### config.mk
export PLATFORM = sky130hd
export DESIGN_NAME = spi_pot_frontend
export DESIGN_NICKNAME = d
export VERILOG_FILES = /design/src/rtl/spi_pot_pkg.sv /design/src/rtl/spi_pot_sync.sv /design/src/rtl/spi_pot_edge.sv /design/src/rtl/spi_pot_frontend.sv
export SDC_FILE = /design/constraint.sdc
export NUM_CORES = 1
export LEC_CHECK = 0
export BUFFER_PORTS_ARGS = -buffer_cell sky130_fd_sc_hd__buf_2
export CORE_AREA = 2 2 66 68
export DETAILED_ROUTE_END_ITERATION = 12
export DIE_AREA = 0 0 68 70
export PLACE_DENSITY = 0.74
export SLEW_MARGIN = 15
export SYNTH_ARGS = -nofsm -noshare
export SYNTH_HDL_FRONTEND = slang
export SYNTH_HIERARCHICAL = 1
export SYNTH_SLANG_ARGS = --single-unit
export TNS_END_PERCENT = 5
### constraint.sdc
create_clock -name clk -period 2.15 [get_ports clk]
set_input_delay 0.215 -clock clk [delete_from_list [all_inputs] [get_ports clk]]
set_output_delay 0.215 -clock clk [all_outputs]
set_load 0.01 [all_outputs]
### src/rtl/spi_pot_pkg.sv
// Shared opcodes, frame states and opcode classification for the
// potentiometer serial front end.
package spi_pot_pkg;

    localparam logic [3:0] OP_RD_WIPER  = 4'b1001;
    localparam logic [3:0] OP_WR_WIPER  = 4'b1010;
    localparam logic [3:0] OP_RD_DREG   = 4'b1011;
    localparam logic [3:0] OP_WR_DREG   = 4'b1100;
    localparam logic [3:0] OP_DREG2WIP  = 4'b1101;
    localparam logic [3:0] OP_WIP2DREG  = 4'b1110;
    localparam logic [3:0] OP_ALL_D2W   = 4'b0001;
    localparam logic [3:0] OP_ALL_W2D   = 4'b1000;
    localparam logic [3:0] OP_STEP      = 4'b0010;
    localparam logic [3:0] OP_STATUS    = 4'b0101;

    typedef enum logic [2:0] {
        FS_IDLE,
        FS_ID,
        FS_INS,
        FS_DATA,
        FS_STEP,
        FS_DONE
    } frame_st_t;

    // Transfer opcodes end with the instruction byte.
    function automatic logic op_is_xfer(input logic [3:0] op);
        return (op == OP_DREG2WIP) || (op == OP_WIP2DREG) ||
               (op == OP_ALL_D2W)  || (op == OP_ALL_W2D);
    endfunction

    // Opcodes that return a byte on so.
    function automatic logic op_is_read(input logic [3:0] op);
        return (op == OP_RD_WIPER) || (op == OP_RD_DREG) || (op == OP_STATUS);
    endfunction

    // Opcodes that take a data byte from the host.
    function automatic logic op_is_write(input logic [3:0] op);
        return (op == OP_WR_WIPER) || (op == OP_WR_DREG);
    endfunction

endpackage

### src/rtl/spi_pot_sync.sv
// Multi-stage synchroniser for a vector of asynchronous inputs.
// Assumes every bit is a slow level that may be sampled on its own.
// All stages reset to zero.
module spi_pot_sync #(
    parameter int W      = 4,
    parameter int STAGES = 2
) (
    input  logic         clk,
    input  logic         rst_n,
    input  logic [W-1:0] d,
    output logic [W-1:0] q
);

    logic [W-1:0] pipe [STAGES];

    // Shift the inputs through the synchroniser stages.
    always_ff @(posedge clk) begin
        if (!rst_n) begin
            for (int i = 0; i < STAGES; i++) pipe[i] <= '0;
        end else begin
            pipe[0] <= d;
            for (int i = 1; i < STAGES; i++) pipe[i] <= pipe[i-1];
        end
    end

    assign q = pipe[STAGES-1];

endmodule

### src/rtl/spi_pot_edge.sv
// Per-bit rise and fall detector for synchronised levels.
// Assumes the inputs are already in the clk domain.
// The history register resets to zero.
module spi_pot_edge #(
    parameter int W = 2
) (
    input  logic         clk,
    input  logic         rst_n,
    input  logic [W-1:0] lvl,
    output logic [W-1:0] rise,
    output logic [W-1:0] fall
);

    logic [W-1:0] prev;

    // Remember the level of the previous cycle.
    always_ff @(posedge clk) begin
        if (!rst_n) prev <= '0;
        else        prev <= lvl;
    end

    for (genvar g = 0; g < W; g++) begin : g_bit
        assign rise[g] = lvl[g] & ~prev[g];
        assign fall[g] = ~lvl[g] & prev[g];
    end

endmodule

### src/rtl/spi_pot_frontend.sv
// Serial front end of a quad digital potentiometer controller.
// It oversamples the serial pins, checks the identification byte, decodes
// the instruction byte and runs two-byte, three-byte and open-ended step
// frames. Commands leave as single-cycle strobes.
// Assumes the serial clock half period is at least four clk cycles.
module spi_pot_frontend
    import spi_pot_pkg::*;
#(
    parameter logic [3:0] DEV_TYPE    = 4'b0101,
    parameter int         VAL_W       = 6,
    parameter int         SYNC_STAGES = 2
) (
    input  logic             clk,
    input  logic             rst_n,
    input  logic             sck,
    input  logic             cs_n,
    input  logic             si,
    input  logic             hold_n,
    input  logic [1:0]       addr_strap,
    output logic             so,
    output logic             so_oe,
    input  logic [VAL_W-1:0] rd_data,
    input  logic             wip,
    output logic             cmd_valid,
    output logic [3:0]       cmd_op,
    output logic [1:0]       cmd_reg,
    output logic [1:0]       cmd_pot,
    output logic [VAL_W-1:0] cmd_data,
    output logic             step_valid,
    output logic             step_up
);

    localparam int BYTE_W = 8;
    localparam int CNT_W  = $clog2(BYTE_W);
    localparam logic [CNT_W-1:0] LAST_BIT = CNT_W'(BYTE_W - 1);
    localparam int IDX_SCK  = 0;
    localparam int IDX_CS   = 1;
    localparam int IDX_SI   = 2;
    localparam int IDX_HOLD = 3;

    logic [3:0] pins_s;
    logic [1:0] edge_rise, edge_fall;
    logic       sck_s, cs_s, si_s, hold_s;
    logic       bit_rise, bit_fall;

    spi_pot_sync #(.W(4), .STAGES(SYNC_STAGES)) u_sync (
        .clk(clk), .rst_n(rst_n),
        .d({hold_n, si, cs_n, sck}),
        .q(pins_s)
    );

    assign sck_s  = pins_s[IDX_SCK];
    assign cs_s   = pins_s[IDX_CS];
    assign si_s   = pins_s[IDX_SI];
    assign hold_s = pins_s[IDX_HOLD];

    spi_pot_edge #(.W(2)) u_edge (
        .clk(clk), .rst_n(rst_n),
        .lvl({cs_s, sck_s}),
        .rise(edge_rise),
        .fall(edge_fall)
    );

    // Serial clock edges count only while selected and not paused.
    assign bit_rise = edge_rise[0] & hold_s & ~cs_s;
    assign bit_fall = edge_fall[0] & hold_s & ~cs_s;

    frame_st_t            st;
    logic [CNT_W-1:0]     cnt;
    logic [BYTE_W-2:0]    shreg;
    logic [BYTE_W-1:0]    tx;
    logic [BYTE_W-1:0]    nxt;
    logic [3:0]           nxt_op;
    logic                 armed;
    logic                 load_pend;
    logic                 so_q, oe_q;

    assign nxt    = {shreg, si_s};
    assign nxt_op = nxt[BYTE_W-1 -: 4];

    // Frame sequencing, byte assembly, strobes and the output shifter.
    always_ff @(posedge clk) begin
        if (!rst_n) begin
            st         <= FS_IDLE;
            cnt        <= '0;
            shreg      <= '0;
            tx         <= '0;
            armed      <= 1'b0;
            load_pend  <= 1'b0;
            so_q       <= 1'b0;
            oe_q       <= 1'b0;
            cmd_valid  <= 1'b0;
            cmd_op     <= '0;
            cmd_reg    <= '0;
            cmd_pot    <= '0;
            cmd_data   <= '0;
            step_valid <= 1'b0;
            step_up    <= 1'b0;
        end else begin
            cmd_valid  <= 1'b0;
            step_valid <= 1'b0;
            load_pend  <= 1'b0;
            oe_q       <= armed & ~cs_s;
            if (edge_rise[1]) armed <= 1'b1;
            if (cs_s) begin
                st <= FS_IDLE;
            end else if (edge_fall[1] && armed) begin
                st  <= FS_ID;
                cnt <= '0;
            end else begin
                if (load_pend) begin
                    tx <= (cmd_op == OP_STATUS) ? {{(BYTE_W-1){1'b0}}, wip}
                                                : {{(BYTE_W-VAL_W){1'b0}}, rd_data};
                end
                if (bit_rise && (st == FS_ID || st == FS_INS || st == FS_DATA)) begin
                    shreg <= nxt[BYTE_W-2:0];
                    cnt   <= cnt + 1'b1;
                end
                unique case (st)
                    FS_ID: begin
                        if (bit_rise && cnt == LAST_BIT)
                            st <= (nxt == {DEV_TYPE, 2'b00, addr_strap}) ? FS_INS : FS_DONE;
                    end
                    FS_INS: begin
                        if (bit_rise && cnt == LAST_BIT) begin
                            cmd_op   <= nxt_op;
                            cmd_reg  <= nxt[3:2];
                            cmd_pot  <= nxt[1:0];
                            cmd_data <= '0;
                            if (op_is_xfer(nxt_op)) begin
                                cmd_valid <= 1'b1;
                                st        <= FS_DONE;
                            end else if (op_is_read(nxt_op)) begin
                                cmd_valid <= 1'b1;
                                load_pend <= 1'b1;
                                st        <= FS_DATA;
                            end else if (op_is_write(nxt_op)) begin
                                st <= FS_DATA;
                            end else if (nxt_op == OP_STEP) begin
                                st <= FS_STEP;
                            end else begin
                                st <= FS_DONE;
                            end
                        end
                    end
                    FS_DATA: begin
                        if (bit_fall) begin
                            so_q <= tx[BYTE_W-1];
                            tx   <= {tx[BYTE_W-2:0], 1'b0};
                        end
                        if (bit_rise && cnt == LAST_BIT) begin
                            if (op_is_write(cmd_op)) begin
                                cmd_valid <= 1'b1;
                                cmd_data  <= nxt[VAL_W-1:0];
                            end
                            st <= FS_DONE;
                        end
                    end
                    FS_STEP: begin
                        if (bit_rise) begin
                            step_valid <= 1'b1;
                            step_up    <= si_s;
                        end
                    end
                    default: ;
                endcase
            end
        end
    end

    assign so    = so_q;
    assign so_oe = oe_q;

endmodule

---- Word level (Yosys, flattened, before mapping) ----
Memory sizes are Yosys's and may differ from the RTL's.
Index checks and enable logic that the tools add are counted.
storage, ports and cells
  memory bits (writable) .................. 8
  output and inout bits ................... 19
  memories ................................ 1
  input port bits ......................... 15
  flip-flop bits (word level) ............. 44
operators by class
  equal/unequal tests ..................... 26
  add/sub/neg operators ................... 1
  bitwise operators ....................... 20
  reduce and logical (&&, ||, !) cells .... 29
  mux-type cells .......................... 31
memories
  name         depth  bits a word  read ports  clocked after Yosys merged registers in  write ports  RTL line            text
  u_sync.pipe  2      4            2           0                                        2            spi_pot_sync.sv:14  logic [W-1:0] pipe [STAGES];
operators with widths
  operator                                                number
  equality test 4 bit (second input constant)             9
  two-way mux 3 bit                                       9
  two-way mux 6 bit                                       4
  two-way mux 8 bit                                       3
  AND reduction 4 bit                                     5
  case mux 6 bit (2 select lines)                         1
  two-way mux 1 bit                                       10
  AND 1 bit                                               9
  logical OR 1 bit                                        9
  inequality test 3 x 2 -> 1 bit (second input constant)  3
  inverter 1 bit                                          9
  case mux 3 bit (3 select lines)                         1
  equality test 4 x 3 -> 1 bit (second input constant)    2
  equality test 8 x 7 -> 1 bit                            1
  two-way mux 4 bit                                       2
  inequality test 2 x 1 -> 1 bit (second input constant)  4
  equality test 3 x 2 -> 1 bit (second input constant)    2
  equality test 3 bit (second input constant)             2
  AND reduction 6 bit                                     1
  OR reduction 6 bit                                      1
  equality test 4 x 1 -> 1 bit (second input constant)    1
  equality test 4 x 2 -> 1 bit (second input constant)    1
  AND reduction 2 bit                                     2
  nonzero test 2 bit                                      2
  other kinds (11)                                        14

---- Depth between registers and ports, before layout ----
Gate-level depths: netlist of run 1.
  depth after elaboration ................. 8
  mapped depth ............................ 7

---- Cells and area by module ----
Netlist of run 1, hierarchy kept.
by module, submodules not included
  module            cells an instance  instances  area an instance (um^2)  seq. area each (um^2)
  spi_pot_frontend  203                1          1838.0                   840.8
  spi_pot_sync      20                 1          240.2                    160.2
  spi_pot_edge      8                  1          77.6                     40.0

---- Worst setup path after synthesis of run 1 ----
No wires, ideal clock.
  kind .................................... register to register
  from .................................... register st[1]
  to ...................................... register cmd_op[0]
  clock period less this slack ............ 1.570 ns
  arrival ................................. 1.442 ns
  data required time ...................... 2.022 ns
  library setup time ...................... 0.128 ns
  stages on the path, launching flop included .. 6
  path slack .............................. 0.580 ns
  path buffers ............................ 1
  path through ............................ dfxtp_1 > or3b_1 > or3_1 > buf_6 > mux2i_1 > nor2_1
on the way
  longest elaborated chain between the ends .. 2
RTL lines
  item                           RTL line                 text
  from (decl)                    spi_pot_frontend.sv:68   frame_st_t st;
  from (signal assigned)         spi_pot_frontend.sv:122  st <= (nxt == {DEV_TYPE, 2'b00, addr_strap}) ? FS_INS : FS_DONE;
  equality test 3 x 2 -> 1 bit   spi_pot_frontend.sv:119  unique case (st)
  AND reduction 4 bit (no line)  n/a
  to (signal assigned)           spi_pot_frontend.sv:126  cmd_op <= nxt_op;
  to (decl)                      spi_pot_frontend.sv:25   output logic [3:0] cmd_op,
No other way between the ends.
A chain may end at the register's enable or synchronous reset.

---- Worst setup path after layout of run 1 ----
  from .................................... register cnt[0]
  to ...................................... register cmd_op[2]
on the way
  longest elaborated chain between the ends .. 3
RTL lines
  item                           RTL line                 text
  from (decl)                    spi_pot_frontend.sv:69   logic [CNT_W-1:0] cnt;
  from (signal assigned)         spi_pot_frontend.sv:117  cnt <= cnt + 1'b1;
  equality test 3 bit            spi_pot_frontend.sv:125  if (bit_rise && cnt == LAST_BIT) begin
  logical AND 1 bit              spi_pot_frontend.sv:125
  AND reduction 4 bit (no line)  n/a
No other way between the ends.

==> impl_metrics.json, run 1 <==
{
  "die_w_um": 68,
  "synth_fp_nets": 248,
  "synth_common_cells": "52 x dfxtp_1, 24 x nor2_1, 23 x mux2i_1, 23 x nand2_1, 14 x and2_1",
  "ys_ff_latch": 52,
  "max_freq_mhz": 539,
  "die_y_um": 70,
  "fin_area_um2": 2450,
  "synth-async-reset-ratio_pct": 0,
  "synthTopCellsByArea": "dfxtp_1 48%, mux2i_1 11%, nor2_1 4.2%",
  "drtIter0Drc": 115,
  "syn_to_final_growth_pct": 13.6,
  "cts_tree": "built",
  "synth_seq_area_share_pct": 48.3,
  "yosysMostFrequentCell": "dfxtp_1",
  "drt_pass1_iterations": 4,
  "cts_resized": 0,
  "h-tree-depth": 2,
  "cts_sinks": 52,
  "cellPowerDensity_nw_per_um2": 688,
  "cts.reportedPaths.clkPinSlew_ns": 0.09,
  "finalMaxSlewViolations": 0,
  "synth_area_um2": 2160,
  "grt_max_degree": 26,
  "gp_congestion": 0.870,
  "reg2reg_slack_ns": 0.29,
  "vias": 1698,
  "layout_worst_path_cycle_share_pct": 86.4,
  "place_hpwl_mm": 2.89,
  "yosysTopAreaCell": "dfxtp_1",
  "wl_per_cell_um": 13.0,
  "ctsLongestPathBuffers": 2,
  "clock_skew_ns": 0.00726,
  "drive_above_1_share_pct": 18.7,
  "setup_violations": 0,
  "rows": 24,
  "reg2reg_from": "cnt[0]",
  "antenna_cells": 0,
  "hold_class": "in2reg",
  "p_leak_nw": 1.05,
  "reg_top3": "tx x8, u_sync/pipe x8, shreg x7",
  "io_pins": 34,
  "maxCapViolCount": 0,
  "syn_area_per_cell_um2": 9.33,
  "startpoint": "cnt[0]",
  "clk-insertion-delay-late_ns": 0.30,
  "pre_cts_ws_ns": 0.302,
  "irDropWorstVdd_uv": 483,
  "cts_made_buffers": 5,
  "initial_core_util_pct": 52.0,
  "core_um2": 4140,
  "cts-hold-fix-buffers": 0,
  "whs_ns": 0.115,
  "die_area_um2": 4760,
  "dpl_cell_area_um2": 2340,
  "period_minus_slack_ns": 1.86,
  "fin_util_pct": 59.1,
  "tightestPinTransition_ns": 0.557,
  "synth_top_area_share_pct": 48.3,
  "end_kind": "flop",
  "setup_tns_ns": 0,
  "crit_required_ns": 2.34,
  "root_buffer": "clkbuf_8",
  "gr-total-overflow": 0,
  "cts_setup_buffers": 0,
  "vias_per_cell": 5.41,
  "rsz0062_at_grt": "false",
  "worst_slack_ns": 0.293,
  "drt_wl_total_mm": 4.08,
  "synth_edf_count": 0,
  "yosysUniqueCellTypes": 41,
  "grt_pass1_wl_mm": 6.89,
  "portBuffers": 33,
  "synthCells": 231,
  "crit_type": "reg2reg",
  "slew_headroom_pct": 62.3,
  "critPathMaxFanout": 8,
  "hold_start": "cs_n",
  "drcViolationCount": 0,
  "startpoint_type": "flop",
  "grt_use_total_pct": 18.7,
  "status": "completed",
  "ant_nets": 0,
  "nets": 278,
  "antenna_found_initial": 0,
  "final-hold-violation-count": 0,
  "ys.flop_type": "dfxtp_1",
  "yosys_warnings": 6,
  "grt_pass1_vias": 1559,
  "worstPathArrival_ns": 2.04
}
worst max-delay path: stages (launching register included):
cell and delay (ns):
dfxtp_1 0.37, ha_1 0.16, ha_1 0.13, nand4b_1 0.20, or3_1 0.59, mux2i_1 0.24
nor2_1 0.05
area by class of cell:
type	instances	area [um^2]
clock buffers	5	68.8
flip-flops and latches	52	1040
repair buffers	37	195
multi-input cells	161	1020
well taps	52	65.1
fillers	378	1690
clock inverters	3	42.5
inverters	4	15.0
power by group:
part / total, W / switching (W) / internal (W)
registers: 0.000978 / 0.00000606 / 0.000972
clock network: 0.000656 / 0.000312 / 0.000344
logic: 0.0000520 / 0.0000303 / 0.0000217
final timing paths:
path,cells after the start,endpoint
max,6,cmd_op[2]
min reg2reg,1,u_sync/pipe[0][6]
min,2,u_sync/pipe[0][1]
max reg2reg,6,cmd_op[2]
kinds of logic (layout without fill, tap and decap cells):
| group | after synthesis | count (layout) | synth area share [%] |
|---|---|---|---|
| xor gates and xnor gates | 3 | 3 | 1.22 |
| adders and majority gates | 2 | 2 | 1.16 |
| AOI/OAI and AO/OA | 38 | 38 | 11.0 |
| muxes | 23 | 23 | 10.7 |
| and+or+nand+nor | 95 | 95 | 23.0 |
| DFF | 52 | 52 | 48.3 |
| buffers and inverters | 18 | 49 | 4.58 |
per-layer routing:
metal	global-route usage (%)	share of wire [%]	up-vias
met5	0	0	-
met1	26.1	47	790
li1	-	-	859
met4	8.22	1.7	0
met2	27.7	46	43
met3	3.70	4.9	6
stage by stage:
step / cells / total power (W)
CTS: 314 / 0.00170
finish: 314 / 0.00169
floorplan: 231 / 0.00103
detailed placement: 306 / 0.00105
global placement: 306 / 0.00105
global route: 314 / 0.00174
placed cells by master (no fill, tap or decap), types with 2 or more instances in the layout:
cell      instances
a211oi_1          3
a21oi_1           9
a22oi_1           5
and2_1           14
and3b_1           2
buf_2            33
buf_4             4
clkbuf_8          5
dfxtp_1          52
ha_1              2
inv_1             3
mux2i_1          23
nand2_1          23
nand2b_1          4
nand3_1           5
nor2_1           24
nor2b_1           7
nor3_1            2
nor3b_1           2
o21ai_0          10
o22ai_1           5
xnor2_1           3
(Power assumes the default switching activity.)
==> run 2: changes to the inputs <==
CORE_AREA = 2 2 69 65   (was 2 2 66 68)
DIE_AREA = 0 0 71 67   (was 0 0 68 70)
==> run 2 against run 1 <==
  * Via count fell by 0.29%
  * Sequential power barely moved
  * Highest routed layer unchanged
  * Non-clock buffer count rose by 3
  * Clock skew rose by 0.0045 ns
  * Core utilization rose by 2.8 points
  * Register-to-register slack improved by 0.02 ns
  * Worst hold slack got worse by 0.0045 ns
  * Largest power group unchanged
==> impl_metrics.json, run 2 (same netlist as run 1, synthesis figures left out) <==
{
  "cp_num_buf_inv": 0,
  "antenna_found_initial": 0,
  "ctsLongestPathBuffers": 2,
  "crit_required_ns": 2.35,
  "cts_setup_buffers": 0,
  "io_pins": 34,
  "startpoint_type": "flop",
  "root_buffer": "clkbuf_8",
  "portBuffers": 33,
  "syn_to_final_growth_pct": 14.6,
  "maxCapViolCount": 0,
  "nets": 281,
  "worst_slack_ns": 0.317,
  "reg_top3": "tx x8, u_sync/pipe x8, shreg x7",
  "initial_core_util_pct": 54.0,
  "layout_commonest_cell": "dfxtp_1",
  "cts-hold-fix-buffers": 0,
  "grt_use_total_pct": 19.4,
  "end_kind": "flop",
  "final-hold-violation-count": 0,
  "irDropWorstVdd_uv": 516,
  "cts_made_buffers": 5,
  "setup_violations": 0,
  "cpLargestDelayFamily": "simple AND/OR/NAND/NOR gates",
  "crit_chain": "or3b_1 > or3_1 > mux2i_1 > nor2_1",
  "place_inst": 305,
  "grt_pass1_vias": 1558,
  "status": "completed",
  "grt_max_degree": 26,
  "clock_skew_ns": 0.0117,
  "slowest_stage": "or3_1",
  "fin_util_pct": 61.9,
  "core_um2": 3990,
  "rsz0062_at_grt": "false",
  "crit_type": "reg2reg",
  "gp_congestion": 0.875,
  "cts_tree": "built",
  "h-tree-depth": 2,
  "slew_headroom_pct": 67.5,
  "setup_tns_ns": 0,
  "cellPowerDensity_nw_per_um2": 694,
  "drive_above_1_share_pct": 19.6,
  "p_leak_nw": 1.07,
  "drtIter0Drc": 90,
  "layout_worst_path_cycle_share_pct": 85.3,
  "clk-insertion-delay-late_ns": 0.31,
  "worstPathArrival_ns": 2.03,
  "die_y_um": 67,
  "layout_common_cells": "52 x dfxtp_1, 33 x buf_2, 24 x nor2_1, 23 x mux2i_1, 23 x nand2_1",
  "cts_sinks": 52,
  "cp_slowest_stage_delay_ns": 0.61,
  "hold_class": "in2reg",
  "drt_pass1_iterations": 4,
  "max_freq_mhz": 545,
  "grt_pass1_wl_mm": 7.24,
  "drcViolationCount": 0,
  "die_w_um": 71,
  "cts_resized": 0,
  "fin_cells": 313,
  "rows": 22,
  "period_minus_slack_ns": 1.83,
  "die_area_um2": 4760,
  "finalMaxSlewViolations": 0,
  "tightestPinTransition_ns": 0.486,
  "place_hpwl_mm": 2.95,
  "ant_nets": 0,
  "gr-total-overflow": 0,
  "vias": 1693,
  "wl_per_cell_um": 13.7,
  "drt_wl_total_mm": 4.28,
  "pre_cts_ws_ns": 0.338,
  "reg2reg_slack_ns": 0.32,
  "cts.reportedPaths.clkPinSlew_ns": 0.10,
  "antenna_cells": 0,
  "vias_per_cell": 5.41,
  "critPathMaxFanout": 8
}
## run 2: cell types whose count changed in the layout (fill, tap and decap cells not counted)
cell / previous run / this run
buf_4: 4 / 7
inv_6: 0 / 1
clkinv_2: 1 / 0
## run 2: final cells by class
cell class                      count  area (um^2)
Fill cell                         355         1520
Multi-Input combinational cell    161         1020
Clock inverter                      3         46.3
Sequential cell                    52         1040
Clock buffer                        5         68.8
Inverter                            4         15.0
Timing Repair Buffer               40          218
Tap cell                           48         60.1
## run 2: through the flow
stage	hold slack [ns]	power, W	area [um^2]
finish	0.110	0.00171	2470
CTS	0.109	0.00172	2470
global route	0.112	0.00177	2470
floorplan	0.337	0.00103	2160
detailed placement	0.419	0.00105	2360
global placement	0.415	0.00105	2360
## run 2: worst reg2reg max path: stages, from the launching register on
cell and delay (ns):
dfxtp_1 0.39, or3b_1 0.43, or3_1 0.61, mux2i_1 0.24, nor2_1 0.05
## run 2: worst paths after layout
check,start,end,cells after the start
worst max-delay path,st[2],cmd_reg[0],4
worst max register to register,st[2],cmd_reg[0],4
worst min register to register,u_sync/pipe[0][0],u_sync/pipe[0][4],1
worst min-delay path,sck,u_sync/pipe[0][0],2
## run 2: routing by layer
layer  wire, um  vias to the layer above  track usage [%]
met5          0                        -                0
met4         40                        0             4.95
met3        221                        5             5.60
met2       1840                       43             30.5
met1       2180                      783             26.1
li1           -                      862                -
## run 2: power breakdown
group,internal [W],switching [W]
Sequential,0.000972,0.00000536
Combinational,0.0000226,0.0000310
Clock,0.000351,0.000332
==> run 3: changes to the inputs <==
CTS_CLUSTER_SIZE = 8   (was default)
REMOVE_ABC_BUFFERS = 1   (was default)
==> run 3 against run 2 <==
  * First-iteration DRC count grew 63%
  * Critical path depth increased by 2
  * Register-to-register slack got worse by 0.03 ns
  * Combinational power decreased by 1%
  * Critical endpoint is now cmd_op[3]
  * Highest routed layer unchanged
  * Worst hold slack worse by 0.0027 ns
==> impl_metrics.json, run 3 (same netlist as run 1, synthesis figures left out) <==
{
  "layout_commonest_cell": "dfxtp_1",
  "worst_slack_ns": 0.283,
  "worstPathArrival_ns": 2.05,
  "syn_to_final_growth_pct": 13.1,
  "cts_made_buffers": 5,
  "fin_cells": 311,
  "cts.reportedPaths.clkPinSlew_ns": 0.09,
  "layout_common_cells": "52 x dfxtp_1, 33 x buf_2, 24 x nor2_1, 23 x mux2i_1, 23 x nand2_1",
  "maxCapViolCount": 0,
  "final-hold-violation-count": 0,
  "crit_type": "reg2reg",
  "drcViolationCount": 0,
  "critPathMaxFanout": 8,
  "setup_tns_ns": 0,
  "cts-hold-fix-buffers": 0,
  "grt_pass1_wl_mm": 6.98,
  "vias": 1669,
  "vias_per_cell": 5.37,
  "place_inst": 303,
  "irDropWorstVdd_uv": 598,
  "rows": 22,
  "drtIter0Drc": 147,
  "die_y_um": 67,
  "hold_class": "in2reg",
  "place_hpwl_mm": 2.91,
  "end_kind": "flop",
  "core_um2": 3990,
  "reg_top3": "tx x8, u_sync/pipe x8, shreg x7",
  "die_w_um": 71,
  "finalMaxSlewViolations": 0,
  "wl_per_cell_um": 13.5,
  "gp_congestion": 0.797,
  "startpoint_type": "flop",
  "p_leak_nw": 1.04,
  "layout_worst_path_cycle_share_pct": 86.9,
  "h-tree-depth": 2,
  "initial_core_util_pct": 54.0,
  "die_area_um2": 4760,
  "portBuffers": 33,
  "cts_resized": 0,
  "setup_violations": 0,
  "cts_tree": "built",
  "period_minus_slack_ns": 1.87,
  "grt_use_total_pct": 19.1,
  "pre_cts_ws_ns": 0.327,
  "slew_headroom_pct": 58.9,
  "clock_skew_ns": 0.00928,
  "cellPowerDensity_nw_per_um2": 661,
  "tightestPinTransition_ns": 0.608,
  "reg2reg_slack_ns": 0.28,
  "antenna_cells": 0,
  "fill_cells": 356,
  "ant_nets": 0,
  "grt_max_degree": 26,
  "antenna_found_initial": 0,
  "cts_sinks": 52,
  "grt_pass1_vias": 1515,
  "crit_required_ns": 2.33,
  "nets": 279,
  "fin_util_pct": 61.1,
  "drive_above_1_share_pct": 19.0,
  "whs_ns": 0.108,
  "drt_pass1_iterations": 4,
  "ctsLongestPathBuffers": 2,
  "cts_setup_buffers": 0,
  "io_pins": 34,
  "drt_wl_total_mm": 4.20,
  "gr-total-overflow": 0,
  "root_buffer": "clkbuf_8",
  "clk-insertion-delay-late_ns": 0.31,
  "rsz0062_at_grt": "false",
  "max_freq_mhz": 536,
  "status": "completed"
}
[run 3: cell count changes in the layout (fill, tap and decap cells not counted), sizes merged]
cell / before / now
clkbuf: 5 / 6
bufinv: 1 / 0
buf: 40 / 38
inv: 5 / 4
clkinvlp: 1 / 2
[run 3: worst max-delay path, stage by stage (launching register included)]
cell and delay, ns:
dfxtp_1 0.37, ha_1 0.16, ha_1 0.13, nand4b_1 0.20, or3_1 0.59, mux2i_1 0.23, nor2_1 0.06
[run 3: stage by stage]
stage                     cell area [um^2]  power (W)
after floorplan                       2070    0.00102
after global placement                2340    0.00105
after detailed placement              2340    0.00105
after CTS                             2440    0.00162
after global routing                  2440    0.00167
final                                 2440    0.00161
[run 3: final cells by class]
type | instances | area [um^2] | share of cell area (%)
well taps | 48 | 60.1 | 2.46
multi-input cells | 161 | 1020 | 41.9
repair buffers | 38 | 203 | 8.31
inverters | 4 | 15.0 | 0.616
flip-flops and latches | 52 | 1040 | 42.7
clock buffers | 6 | 82.6 | 3.39
clock inverters | 2 | 15.0 | 0.616
[run 3: power breakdown]
part	internal (W)	total [W]	leakage [nW]	switching [W]
registers	0.000972	0.000978	0.421	0.00000577
clock network	0.000261	0.000581	0.0434	0.000320
logic	0.0000226	0.0000530	0.579	0.0000304
[run 3: worst paths after layout]
kind	start	end	depth (start not counted)
hold reg to reg	u_sync/pipe[0][0]	u_sync/pipe[0][4]	1
setup / recovery	cnt[0]	cmd_op[3]	6
setup reg to reg	cnt[0]	cmd_op[3]	6
hold / removal	sck	u_sync/pipe[0][0]	2
[run 3: per-layer routing]
metal  GRT usage [%]  vias up  wire, um
met5               0        -         0
met4            9.91        0        74
met3            4.24        4       134
met2            29.7       29      1850
met1            24.8      776      2140
li1                -      860         -
